File: src/rtl/branch_ring_pkg.sv
package branch_ring_pkg;
  localparam int DATA_W  = 64;
  localparam int INFO_W  = 3;
  localparam int SEL_W   = 10;
  localparam int FILT_W  = 9;
  localparam int SEL_CSTK = 9;
  localparam int NKINDS  = 7;

  // control word bits
  localparam int CTL_EN     = 0;
  localparam int CTL_FRZ_EN = 1;
  localparam int CTL_FROZEN = 2;
  localparam int CTL_CLR    = 3;

  // region 0 sub-addresses
  localparam int SUB_CTRL = 0;
  localparam int SUB_SEL  = 1;
  localparam int SUB_TOS  = 2;

  localparam logic [1:0] RG_CTRL = 2'd0;
  localparam logic [1:0] RG_SRC  = 2'd1;
  localparam logic [1:0] RG_DST  = 2'd2;
  localparam logic [1:0] RG_INFO = 2'd3;

  typedef enum logic [2:0] {
    K_COND  = 3'd0,
    K_RCALL = 3'd1,
    K_ICALL = 3'd2,
    K_RET   = 3'd3,
    K_IJMP  = 3'd4,
    K_RJMP  = 3'd5,
    K_FAR   = 3'd6,
    K_OTHER = 3'd7
  } br_kind_e;
endpackage

File: src/rtl/branch_ring_filter.sv
module branch_ring_filter
  import branch_ring_pkg::*;
(
  input  logic             valid_i,
  input  logic [2:0]       kind_i,
  input  logic             tgt_kernel_i,
  input  logic [SEL_W-1:0] sel_i,
  input  logic             allow_i,
  output logic             push_o,
  output logic             pop_o
);
  br_kind_e          kind;
  logic [FILT_W-1:0] hit;
  logic              suppress, is_call, is_ret, cstk, go;

  assign kind   = br_kind_e'(kind_i);
  assign hit[0] = tgt_kernel_i;
  assign hit[1] = ~tgt_kernel_i;

  for (genvar k = 0; k < NKINDS; k++) begin : g_kind
    assign hit[k+2] = (kind_i == 3'(k));
  end

  assign suppress = |(hit & sel_i[FILT_W-1:0]);
  assign cstk     = sel_i[SEL_CSTK];
  assign is_call  = (kind == K_RCALL) || (kind == K_ICALL);
  assign is_ret   = (kind == K_RET);
  assign go       = allow_i & valid_i & ~suppress;

  always_comb begin
    if (cstk) begin
      push_o = go & is_call;
      pop_o  = go & is_ret;
    end else begin
      push_o = go & (kind != K_OTHER);
      pop_o  = 1'b0;
    end
  end
endmodule

File: src/rtl/branch_ring_ctrl.sv
module branch_ring_ctrl
  import branch_ring_pkg::*;
#(
  parameter int IDX_W = 4
)(
  input  logic              clk_i,
  input  logic              rst_ni,
  input  logic              ctrl_we_i,
  input  logic              sel_we_i,
  input  logic              tos_we_i,
  input  logic [DATA_W-1:0] wdata_i,
  input  logic              pmi_i,
  input  logic              push_i,
  input  logic              pop_i,
  output logic              en_o,
  output logic              frz_en_o,
  output logic              frozen_o,
  output logic              freeze_now_o,
  output logic [SEL_W-1:0]  sel_o,
  output logic [IDX_W-1:0]  tos_o
);
  logic             en_q, fe_q, frz_q;
  logic [SEL_W-1:0] sel_q;
  logic [IDX_W-1:0] tos_q;

  // freeze is never armed in call-stack mode
  assign freeze_now_o = pmi_i & fe_q & ~sel_q[SEL_CSTK];

  always_ff @(posedge clk_i or negedge rst_ni) begin
    if (!rst_ni) begin
      en_q  <= 1'b0;
      fe_q  <= 1'b0;
      frz_q <= 1'b0;
      sel_q <= '0;
      tos_q <= '0;
    end else begin
      if (ctrl_we_i) begin
        en_q <= wdata_i[CTL_EN];
        fe_q <= wdata_i[CTL_FRZ_EN];
      end
      if (freeze_now_o)   frz_q <= 1'b1;
      else if (ctrl_we_i) frz_q <= frz_q & wdata_i[CTL_FROZEN];
      if (sel_we_i) sel_q <= wdata_i[SEL_W-1:0];
      if (tos_we_i)     tos_q <= wdata_i[IDX_W-1:0];
      else if (push_i)  tos_q <= tos_q + 1'b1;
      else if (pop_i)   tos_q <= tos_q - 1'b1;
    end
  end

  assign en_o     = en_q;
  assign frz_en_o = fe_q;
  assign frozen_o = frz_q;
  assign sel_o    = sel_q;
  assign tos_o    = tos_q;
endmodule

File: src/rtl/branch_ring_store.sv
module branch_ring_store
  import branch_ring_pkg::*;
#(
  parameter int DEPTH = 16,
  parameter int IDX_W = 4
)(
  input  logic              clk_i,
  input  logic              rst_ni,
  input  logic              clr_i,
  input  logic              push_i,
  input  logic [IDX_W-1:0]  push_idx_i,
  input  logic [DATA_W-1:0] push_src_i,
  input  logic [DATA_W-1:0] push_dst_i,
  input  logic [INFO_W-1:0] push_info_i,
  input  logic              sw_we_i,
  input  logic [1:0]        sw_region_i,
  input  logic [IDX_W-1:0]  sw_idx_i,
  input  logic [DATA_W-1:0] sw_wdata_i,
  input  logic [IDX_W-1:0]  rd_idx_i,
  output logic [DATA_W-1:0] rd_src_o,
  output logic [DATA_W-1:0] rd_dst_o,
  output logic [INFO_W-1:0] rd_info_o
);
  logic [DATA_W-1:0] src_a  [DEPTH];
  logic [DATA_W-1:0] dst_a  [DEPTH];
  logic [INFO_W-1:0] info_a [DEPTH];

  for (genvar g = 0; g < DEPTH; g++) begin : g_slot
    logic [DATA_W-1:0] s_q, d_q;
    logic [INFO_W-1:0] i_q;
    logic              sw_hit, hw_hit;

    assign sw_hit = sw_we_i && (sw_idx_i == IDX_W'(g));
    assign hw_hit = push_i && (push_idx_i == IDX_W'(g));

    always_ff @(posedge clk_i or negedge rst_ni) begin
      if (!rst_ni) begin
        s_q <= '0;
        d_q <= '0;
        i_q <= '0;
      end else if (clr_i) begin
        s_q <= '0;
        d_q <= '0;
        i_q <= '0;
      end else if (sw_hit) begin
        case (sw_region_i)
          RG_SRC:  s_q <= sw_wdata_i;
          RG_DST:  d_q <= sw_wdata_i;
          RG_INFO: i_q <= sw_wdata_i[INFO_W-1:0];
          default: ;
        endcase
      end else if (hw_hit) begin
        s_q <= push_src_i;
        d_q <= push_dst_i;
        i_q <= push_info_i;
      end
    end

    assign src_a[g]  = s_q;
    assign dst_a[g]  = d_q;
    assign info_a[g] = i_q;
  end

  assign rd_src_o  = src_a[rd_idx_i];
  assign rd_dst_o  = dst_a[rd_idx_i];
  assign rd_info_o = info_a[rd_idx_i];
endmodule

File: src/rtl/branch_ring.sv
module branch_ring
  import branch_ring_pkg::*;
#(
  parameter int  DEPTH = 16,
  parameter int  VA_W  = 48,
  localparam int IDX_W = $clog2(DEPTH),
  localparam int RA_W  = IDX_W + 2
)(
  input  logic              clk_i,
  input  logic              rst_ni,
  input  logic              br_valid_i,
  input  logic [VA_W-1:0]   br_src_i,
  input  logic [VA_W-1:0]   br_dst_i,
  input  logic [2:0]        br_kind_i,
  input  logic              br_tgt_kernel_i,
  input  logic              br_mispred_i,
  input  logic              br_in_tx_i,
  input  logic              br_abort_i,
  input  logic              pmi_i,
  input  logic              reg_we_i,
  input  logic [RA_W-1:0]   reg_addr_i,
  input  logic [DATA_W-1:0] reg_wdata_i,
  output logic [DATA_W-1:0] reg_rdata_o
);
  localparam int SEXT_W = DATA_W - INFO_W - VA_W;

  logic              en, frz_en, frozen, freeze_now, push, pop, clr, allow;
  logic [SEL_W-1:0]  sel;
  logic [IDX_W-1:0]  tos, push_idx, reg_idx;
  logic [1:0]        region;
  logic              ctrl_we, sel_we, tos_we, ent_we;
  logic [DATA_W-1:0] push_src, push_dst, rd_src, rd_dst;
  logic [INFO_W-1:0] push_info, rd_info;

  assign region  = reg_addr_i[RA_W-1:IDX_W];
  assign reg_idx = reg_addr_i[IDX_W-1:0];
  assign ctrl_we = reg_we_i && (region == RG_CTRL) && (reg_idx == IDX_W'(SUB_CTRL));
  assign sel_we  = reg_we_i && (region == RG_CTRL) && (reg_idx == IDX_W'(SUB_SEL));
  assign tos_we  = reg_we_i && (region == RG_CTRL) && (reg_idx == IDX_W'(SUB_TOS));
  assign ent_we  = reg_we_i && (region != RG_CTRL);
  assign clr     = ctrl_we && reg_wdata_i[CTL_CLR];

  // any register write or a freeze in this cycle drops the event
  assign allow = en & ~frozen & ~freeze_now & ~reg_we_i;

  assign push_idx  = tos + 1'b1;
  assign push_src  = {br_mispred_i, br_in_tx_i, br_abort_i,
                      {SEXT_W{br_src_i[VA_W-1]}}, br_src_i};
  assign push_dst  = {{(DATA_W-VA_W){br_dst_i[VA_W-1]}}, br_dst_i};
  assign push_info = {br_abort_i, br_in_tx_i, br_mispred_i};

  branch_ring_filter u_filter (
    .valid_i      (br_valid_i),
    .kind_i       (br_kind_i),
    .tgt_kernel_i (br_tgt_kernel_i),
    .sel_i        (sel),
    .allow_i      (allow),
    .push_o       (push),
    .pop_o        (pop)
  );

  branch_ring_ctrl #(.IDX_W(IDX_W)) u_ctrl (
    .clk_i        (clk_i),
    .rst_ni       (rst_ni),
    .ctrl_we_i    (ctrl_we),
    .sel_we_i     (sel_we),
    .tos_we_i     (tos_we),
    .wdata_i      (reg_wdata_i),
    .pmi_i        (pmi_i),
    .push_i       (push),
    .pop_i        (pop),
    .en_o         (en),
    .frz_en_o     (frz_en),
    .frozen_o     (frozen),
    .freeze_now_o (freeze_now),
    .sel_o        (sel),
    .tos_o        (tos)
  );

  branch_ring_store #(.DEPTH(DEPTH), .IDX_W(IDX_W)) u_store (
    .clk_i       (clk_i),
    .rst_ni      (rst_ni),
    .clr_i       (clr),
    .push_i      (push),
    .push_idx_i  (push_idx),
    .push_src_i  (push_src),
    .push_dst_i  (push_dst),
    .push_info_i (push_info),
    .sw_we_i     (ent_we),
    .sw_region_i (region),
    .sw_idx_i    (reg_idx),
    .sw_wdata_i  (reg_wdata_i),
    .rd_idx_i    (reg_idx),
    .rd_src_o    (rd_src),
    .rd_dst_o    (rd_dst),
    .rd_info_o   (rd_info)
  );

  always_comb begin
    reg_rdata_o = '0;
    case (region)
      RG_CTRL: begin
        if (reg_idx == IDX_W'(SUB_CTRL)) begin
          reg_rdata_o[CTL_EN]     = en;
          reg_rdata_o[CTL_FRZ_EN] = frz_en;
          reg_rdata_o[CTL_FROZEN] = frozen;
        end else if (reg_idx == IDX_W'(SUB_SEL)) begin
          reg_rdata_o[SEL_W-1:0] = sel;
        end else if (reg_idx == IDX_W'(SUB_TOS)) begin
          reg_rdata_o[IDX_W-1:0] = tos;
        end
      end
      RG_SRC:  reg_rdata_o = rd_src;
      RG_DST:  reg_rdata_o = rd_dst;
      default: reg_rdata_o[INFO_W-1:0] = rd_info;
    endcase
  end
endmodule

File: config.mk
export PLATFORM = sky130hd
export DESIGN_NAME = branch_ring
export DESIGN_NICKNAME = d
export VERILOG_FILES = /design/src/rtl/branch_ring_pkg.sv /design/src/rtl/branch_ring_filter.sv /design/src/rtl/branch_ring_ctrl.sv /design/src/rtl/branch_ring_store.sv /design/src/rtl/branch_ring.sv
export SDC_FILE = /design/constraint.sdc
export NUM_CORES = 2
export LEC_CHECK = 0
export BUFFER_PORTS_ARGS = -buffer_cell sky130_fd_sc_hd__buf_2
export CAP_MARGIN = 10
export CORE_MARGIN = 4
export CORE_UTILIZATION = 46
export DETAILED_ROUTE_END_ITERATION = 16
export HOLD_SLACK_MARGIN = 0.08
export PLACE_DENSITY = 0.67
export SLEW_MARGIN = 15
export SYNTH_ARGS = -nofsm -noshare
export SYNTH_HDL_FRONTEND = slang
export SYNTH_HIERARCHICAL = 1
export SYNTH_SLANG_ARGS = --single-unit
File: constraint.sdc
create_clock -name clk_i -period 6.95 [get_ports clk_i]
set_input_delay 1.0425 -clock clk_i [delete_from_list [all_inputs] [get_ports clk_i]]
set_output_delay 1.0425 -clock clk_i [all_outputs]
set_load 0.02 [all_outputs]
[Yosys cells after proc, flatten, opt, wreduce, memory -nomap -nowiden]
Cells that the tools add are included.
Operators by class
  add/subtract/negate cells: 2
  magnitude comparators: 1
  eq/ne operators: 88
  multiplexer cells: 171
  bitwise logic cells: 19
  reduce and logical (&&, ||, !) cells: 111
Operators with widths (count)
  $mux 64: 102
  $bmux 64 s4: 2
  $mux 3: 52
  $ne 3x3->1 const B: 49
  $pmux 54 s2: 1
  $reduce_and 2->1: 48
  $eq 4x4->1 const B: 16
  $reduce_bool 3->1: 17
  $logic_and 1x1->1: 38
  $eq 4x3->1 const B: 8
  $pmux 7 s3: 1
  $mux 4: 5
  $eq 4x2->1 const B: 4
  $bmux 3 s4: 1
  $and 1x1->1: 11
  $and 9x9->9: 1
  $eq 3x3->1 const B: 3
  $pmux 3 s3: 1
  $reduce_or 9->1: 1
  $eq 4x1->1 const B: 2
  $logic_not 4->1: 2
  $mux 7: 1
  $eq 3x2->1 const B: 2
  $mux 6: 1
  13 further kinds: 23
Word-level totals
  register bits after elaboration: 2113
  input bits: 178
  output and inout port bits: 64
  logic and storage cells: 445

[Depth between registers and ports, before layout]
  depth after elaboration: 13
  gate-level depth with buffers: 15
  depth with buffers taken out: 10

[By module]
Netlist, hierarchy kept.
Modules (own cells, without submodules)
  branch_ring_store: times used 1, cells an instance 9589, area each 113836.7 µm², seq. area each 52450.3 µm²
  branch_ring: times used 1, cells an instance 193, area each 1308.8 µm², seq. area each 0.0 µm²
  branch_ring_ctrl: times used 1, cells an instance 63, area each 787.0 µm², seq. area each 425.4 µm²
  branch_ring_filter: times used 1, cells an instance 18, area each 153.9 µm², seq. area each 0.0 µm²

[Least setup slack after synthesis]
Ideal clock, no wire load.
  path type: input to output
  start: in reg_addr_i[0]
  end: out reg_rdata_o[0]
  arrival time: 3.600 ns
  required time: 5.907 ns
  path slack: 2.307 ns
  stages on the path: 8
  path buffers: 3
  cells stage by stage: buf_2 > clkbuf_1 > buf_1 > mux4_2 > mux4_2 > a221oi_1 > nor2_1 > a31o_2
Between the ends
  word-level cells in the longest chain between the ends: 5
  elaborated cells between the ends (all ways): 17
  classes of those cells: eq/ne: 2; mux: 13; bitwise: 1; reduce/logical: 1
RTL lines
  start: declaration: RTL line branch_ring.sv:21  | input logic [RA_W-1:0] reg_addr_i,
  $not 4->5 (not written as such): RTL line branch_ring_store.sv:64  | assign rd_src_o = src_a[rd_idx_i];
  $bmux 64 s4: RTL line branch_ring_store.sv:64
  $mux 64 (not written as such) (2 in a row): RTL line branch_ring_store.sv:64
  net rd_src[0]: RTL line branch_ring.sv:32  | logic [DATA_W-1:0] push_src, push_dst, rd_src, rd_dst;
  $pmux 3 s3: RTL line branch_ring.sv:101  | case (region)
  end: declaration: RTL line branch_ring.sv:23  | output logic [DATA_W-1:0] reg_rdata_o
The timed path passes the listed nets, and every way through them passes these cells. The select of a mux whose other input is x is not followed.

[Worst setup path in the final report]
  start: in reg_addr_i[0]
  end: out reg_rdata_o[1]
Between the ends
  word-level cells in the longest chain between the ends: 5
  elaborated cells between the ends (all ways): 17
  classes of those cells: eq/ne: 2; mux: 13; bitwise: 1; reduce/logical: 1
RTL lines
  $not 4->5 (not written as such): RTL line branch_ring_store.sv:65  | assign rd_dst_o = dst_a[rd_idx_i];
  $bmux 64 s4: RTL line branch_ring_store.sv:65
  $mux 64 (not written as such) (2 in a row): RTL line branch_ring_store.sv:65
  net rd_dst[1]: RTL line branch_ring.sv:32
  $pmux 3 s3: RTL line branch_ring.sv:101
The timed path passes the listed nets, and every way through them passes these cells. The select of a mux whose other input is x is not followed.

==> metrics.log <==
INFO  metric critPathCaptureType = primary output
INFO  metric postSynthRegisterBits = 2113
INFO  metric postCtsSetupRepairBufs = 0
INFO  metric std_cell_rows = 184
INFO  metric vias_in_the_first_global_route = 93000
INFO  metric cp-start-kind = primary input
INFO  metric synth_nets = 10000
INFO  metric clk_root_buffer_cell = sky130_fd_sc_hd__clkbuf_16
INFO  metric top_delay_family_on_crit_path = compound AO/OA/AOI/OAI gates
INFO  metric critical_path_buf_inv_count = 3
INFO  metric gr-usage-all-layers = 0.327
INFO  metric hold_buffers = 0
INFO  metric design.final.nets = 9610
INFO  metric hp-class = in -> async
INFO  metric power_switching_share = 0.275
INFO  metric synth-warning-count = 6
INFO  metric post_synth_top_area_cell = sky130_fd_sc_hd__dfrtp_1
INFO  metric ys_async_sr_fraction = 1.00
INFO  metric power-per-cell-area = about 280 nW/um^2
INFO  metric cap_viol_max_count = 0
INFO  metric synth_enable_flop_cells = 0
INFO  metric design.portCount = 242
INFO  metric hold_viol_final = 0
INFO  metric io_buffer_count = 241
INFO  metric synth-main-ff-cell = sky130_fd_sc_hd__dfrtp_1
INFO  metric fmax = 181 MHz
INFO  metric power.share.sequential = 0.459
INFO  metric share_clk_of_total_power = 0.351
INFO  metric yosys-top-cells-count = sky130_fd_sc_hd__dfrtp_1 (2113), sky130_fd_sc_hd__o21ai_0 (2100), sky130_fd_sc_hd__mux2_2 (1949)
INFO  metric vias_per_cell = between 7 and 8
INFO  metric wire_per_inst = between 30 and 40 um
INFO  metric r2r_setup_slack = roughly 2.4 ns
INFO  metric synth_largest_type_area_fraction = 0.455
INFO  metric ir_worst_vdd = 0.298 mV
INFO  metric firstDrtPassIters = 8
INFO  metric clk_pin_slew = 0.05 ns
INFO  metric postLayoutCoreUtil = 0.507
INFO  metric max_slew_margin = 0.112
INFO  metric clock_tree_sinks = approximately 2100
INFO  metric p_int = 25900 uW
INFO  metric syn_area_per_cell = 11.8 sq um
INFO  metric cellLeakagePower = 0.0551 uW
INFO  metric clockBufferDepth = 3
INFO  metric worst_skew_pair.late_latency = 0.90 ns
INFO  metric worstPathMaxFanout = 69
INFO  metric numCtsBuffers = 219
INFO  metric pwr-share-comb = 0.190
INFO  metric cp_data_required_time = 5.91 ns
INFO  metric rsz0062_at_grt = false
INFO  metric worstMarginPinSlew = 1.33 ns
INFO  metric yosys-top-cells-area = sky130_fd_sc_hd__dfrtp_1 (46%), sky130_fd_sc_hd__mux2_2 (19%), sky130_fd_sc_hd__mux4_2 (11%), sky130_fd_sc_hd__o21ai_0 (9.1%), sky130_fd_sc_hd__nand3_1 (4.4%)
INFO  metric detail-route-antenna-nets = 0
INFO  metric finalWirelength = between 400000 and 500000 um
INFO  metric design.die.area = 260000 sq um
INFO  metric outcome = finished, final reports clean
INFO  metric place.detailed.hpwl = 241000 um
INFO  metric post-route-drc-count = 0
INFO  metric critical_path.slowest_cell = sky130_fd_sc_hd__a221oi_1
INFO  metric total_negative_slack_for_setup_checks = 0 ns
INFO  metric flow.area_growth_from_synthesis = 9.70%
INFO  metric drt_iter0_markers = 12300
INFO  metric post_synth_cell_types = 59
INFO  metric synth_cells = 9863
INFO  metric initial_core_util = 0.462
INFO  metric fraction_of_layout_cells_with_a_size_suffix_above_1 = 0.366
INFO  metric fin_crit_sh = 0.794
INFO  metric p_switching = about 9800 uW
INFO  metric floorplan.die.height = around 510 um
INFO  metric syn-cell-area = 116000 sq um
INFO  metric critical_path_at = around 4.5 ns
INFO  metric finalCriticalPeriod = between 5 and 6 ns
INFO  metric grt_antenna_before_repair = 15
INFO  metric grt_start_max_net_pins = 166
INFO  metric synth.most_common_cell = sky130_fd_sc_hd__dfrtp_1
INFO  metric cts_resized = 0
INFO  metric place_congestion = 0.878
INFO  metric cts_tree = built
INFO  metric crit_path_cell_trace = buf_8 -> buf_4 -> mux4_2 -> nor2b_1 -> a211oi_1 -> a21oi_1 -> a221oi_1 -> nor2_1 -> a31o_2 -> buf_2
INFO  metric critPathMaxStageDelay = 0.64 ns
INFO  metric core = 251000 sq um
INFO  metric first_pass_grt_wire_length = 632000 um
INFO  metric worst_clock_skew = 0.0504 ns
INFO  metric cts_max_level = 4
INFO  metric synth.yosys.seq_area_share = 0.455
INFO  metric die-width = between 500 and 600 um
INFO  metric overflow = 0
INFO  metric detailroute.via_count = 91700
INFO  metric final_max_slew_viol_count = 0
INFO  metric setup_viol_count_final = 0
INFO  metric critPathKind = in -> out
-- power groups by stage --
stage / clock network [uW] / logic, uW / registers [uW]
floorplan: 0 / 4990 / 15900
global placement: 0 / 6450 / 16300
detailed placement: 0 / 6680 / 16500
CTS: 12600 / 6710 / 16300
global route: 13100 / 7240 / 16600
finish: 12500 / 6780 / 16400
-- logic make-up (layout without fill, tap and decap cells) --
logic type / count (synthesis) / after routing / synth area share
compound gates: 2385 / 2385 / 0.111
xor+xnor: 4 / 4 / 0.000302
fa+ha+maj: 8 / 8 / 0.000927
buf+inv: 1155 / 900 / 0.0421
flops: 2113 / 2113 / 0.455
mux: 2777 / 2777 / 0.324
other cells: 0 / 9 / 0
simple gates: 1421 / 1421 / 0.0655
-- registers in the layout, indices dropped and copies added, names as in the netlist --
name,flops
u_store/g_slot.i_q,48
u_ctrl/sel_o,10
u_ctrl/en_o,1
u_ctrl/frozen_o,1
u_store/g_slot.s_q,1024
u_ctrl/frz_en_o,1
u_ctrl/tos_o,4
u_store/g_slot.d_q,1024
-- path summary, 6_finish.rpt --
check | start | end | depth (start not counted)
worst min-delay path | rst_ni | u_store/g_slot[15].d_q[51] | 1
min in group clk_i | reg_wdata_i[7] | u_ctrl/sel_o[7] | 2
worst max register to register | u_ctrl/sel_o[9] | u_store/g_slot[2].d_q[20] | 12
worst max-delay path | reg_addr_i[0] | reg_rdata_o[1] | 10
max in group asynchronous | rst_ni | u_store/g_slot[15].s_q[20] | 3
worst min register to register | u_store/g_slot[4].d_q[30] | u_store/g_slot[4].d_q[30] | 1
-- cell type report --
| class | instances | area, sq um |
|---|---|---|
| fillers | 21500 | 124000 |
| multi-input cells | 6595 | 58700 |
| inverters | 8 | 37.5 |
| clock inverters | 76 | 991 |
| diodes | 9 | 22.5 |
| well taps | 3348 | 4190 |
| flip-flops and latches | 2113 | 52900 |
| repair buffers | 487 | 3880 |
| clock buffers | 329 | 6620 |
-- cell usage in the layout, fill, tap and decap left out, types with 39 or more instances in the layout --
cell type,count
sky130_fd_sc_hd__a211oi_1,64
sky130_fd_sc_hd__a21oi_1,57
sky130_fd_sc_hd__a22oi_1,61
sky130_fd_sc_hd__buf_12,61
sky130_fd_sc_hd__buf_2,236
sky130_fd_sc_hd__buf_4,184
sky130_fd_sc_hd__clkbuf_1,41
sky130_fd_sc_hd__clkbuf_16,222
sky130_fd_sc_hd__clkbuf_8,66
sky130_fd_sc_hd__clkinv_2,39
sky130_fd_sc_hd__dfrtp_1,2113
sky130_fd_sc_hd__mux2_1,159
sky130_fd_sc_hd__mux2_2,1949
sky130_fd_sc_hd__mux2i_1,92
sky130_fd_sc_hd__mux4_2,577
sky130_fd_sc_hd__nand2b_1,137
sky130_fd_sc_hd__nand3_1,1028
sky130_fd_sc_hd__nor2b_1,118
sky130_fd_sc_hd__nor2b_2,47
sky130_fd_sc_hd__o21ai_0,2100
-- stage by stage --
step / setup slack [ns] / instances / total power [uW] / instance area, sq um / hold WS, ns
finish: 1.43 / 13000 / 35700 / 127000 / 0.186
detailed placement: 1.61 / 12600 / 23200 / 120000 / 0.475
global route: 1.34 / 13000 / 37000 / 127000 / 0.226
CTS: 1.60 / 13000 / 35700 / 127000 / 0.191
global placement: 1.61 / 12500 / 22800 / 120000 / 0.468
floorplan: 2.31 / 9863 / 20900 / 116000 / 0.459
-- per-layer routing --
metal | wire (um) | GRT usage | part of all wire | up-vias
met2 | 191000 | 0.490 | 0.44 | 6755
met3 | 52900 | 0.0889 | 0.12 | 1704
met1 | 158000 | 0.424 | 0.37 | 47300
met4 | 31100 | 0.197 | 0.072 | 8
li1 | - | - | - | 35900
met5 | 44 | 0 | 0.00010 | -
Note: power is estimated with default switching activity, not from simulation.
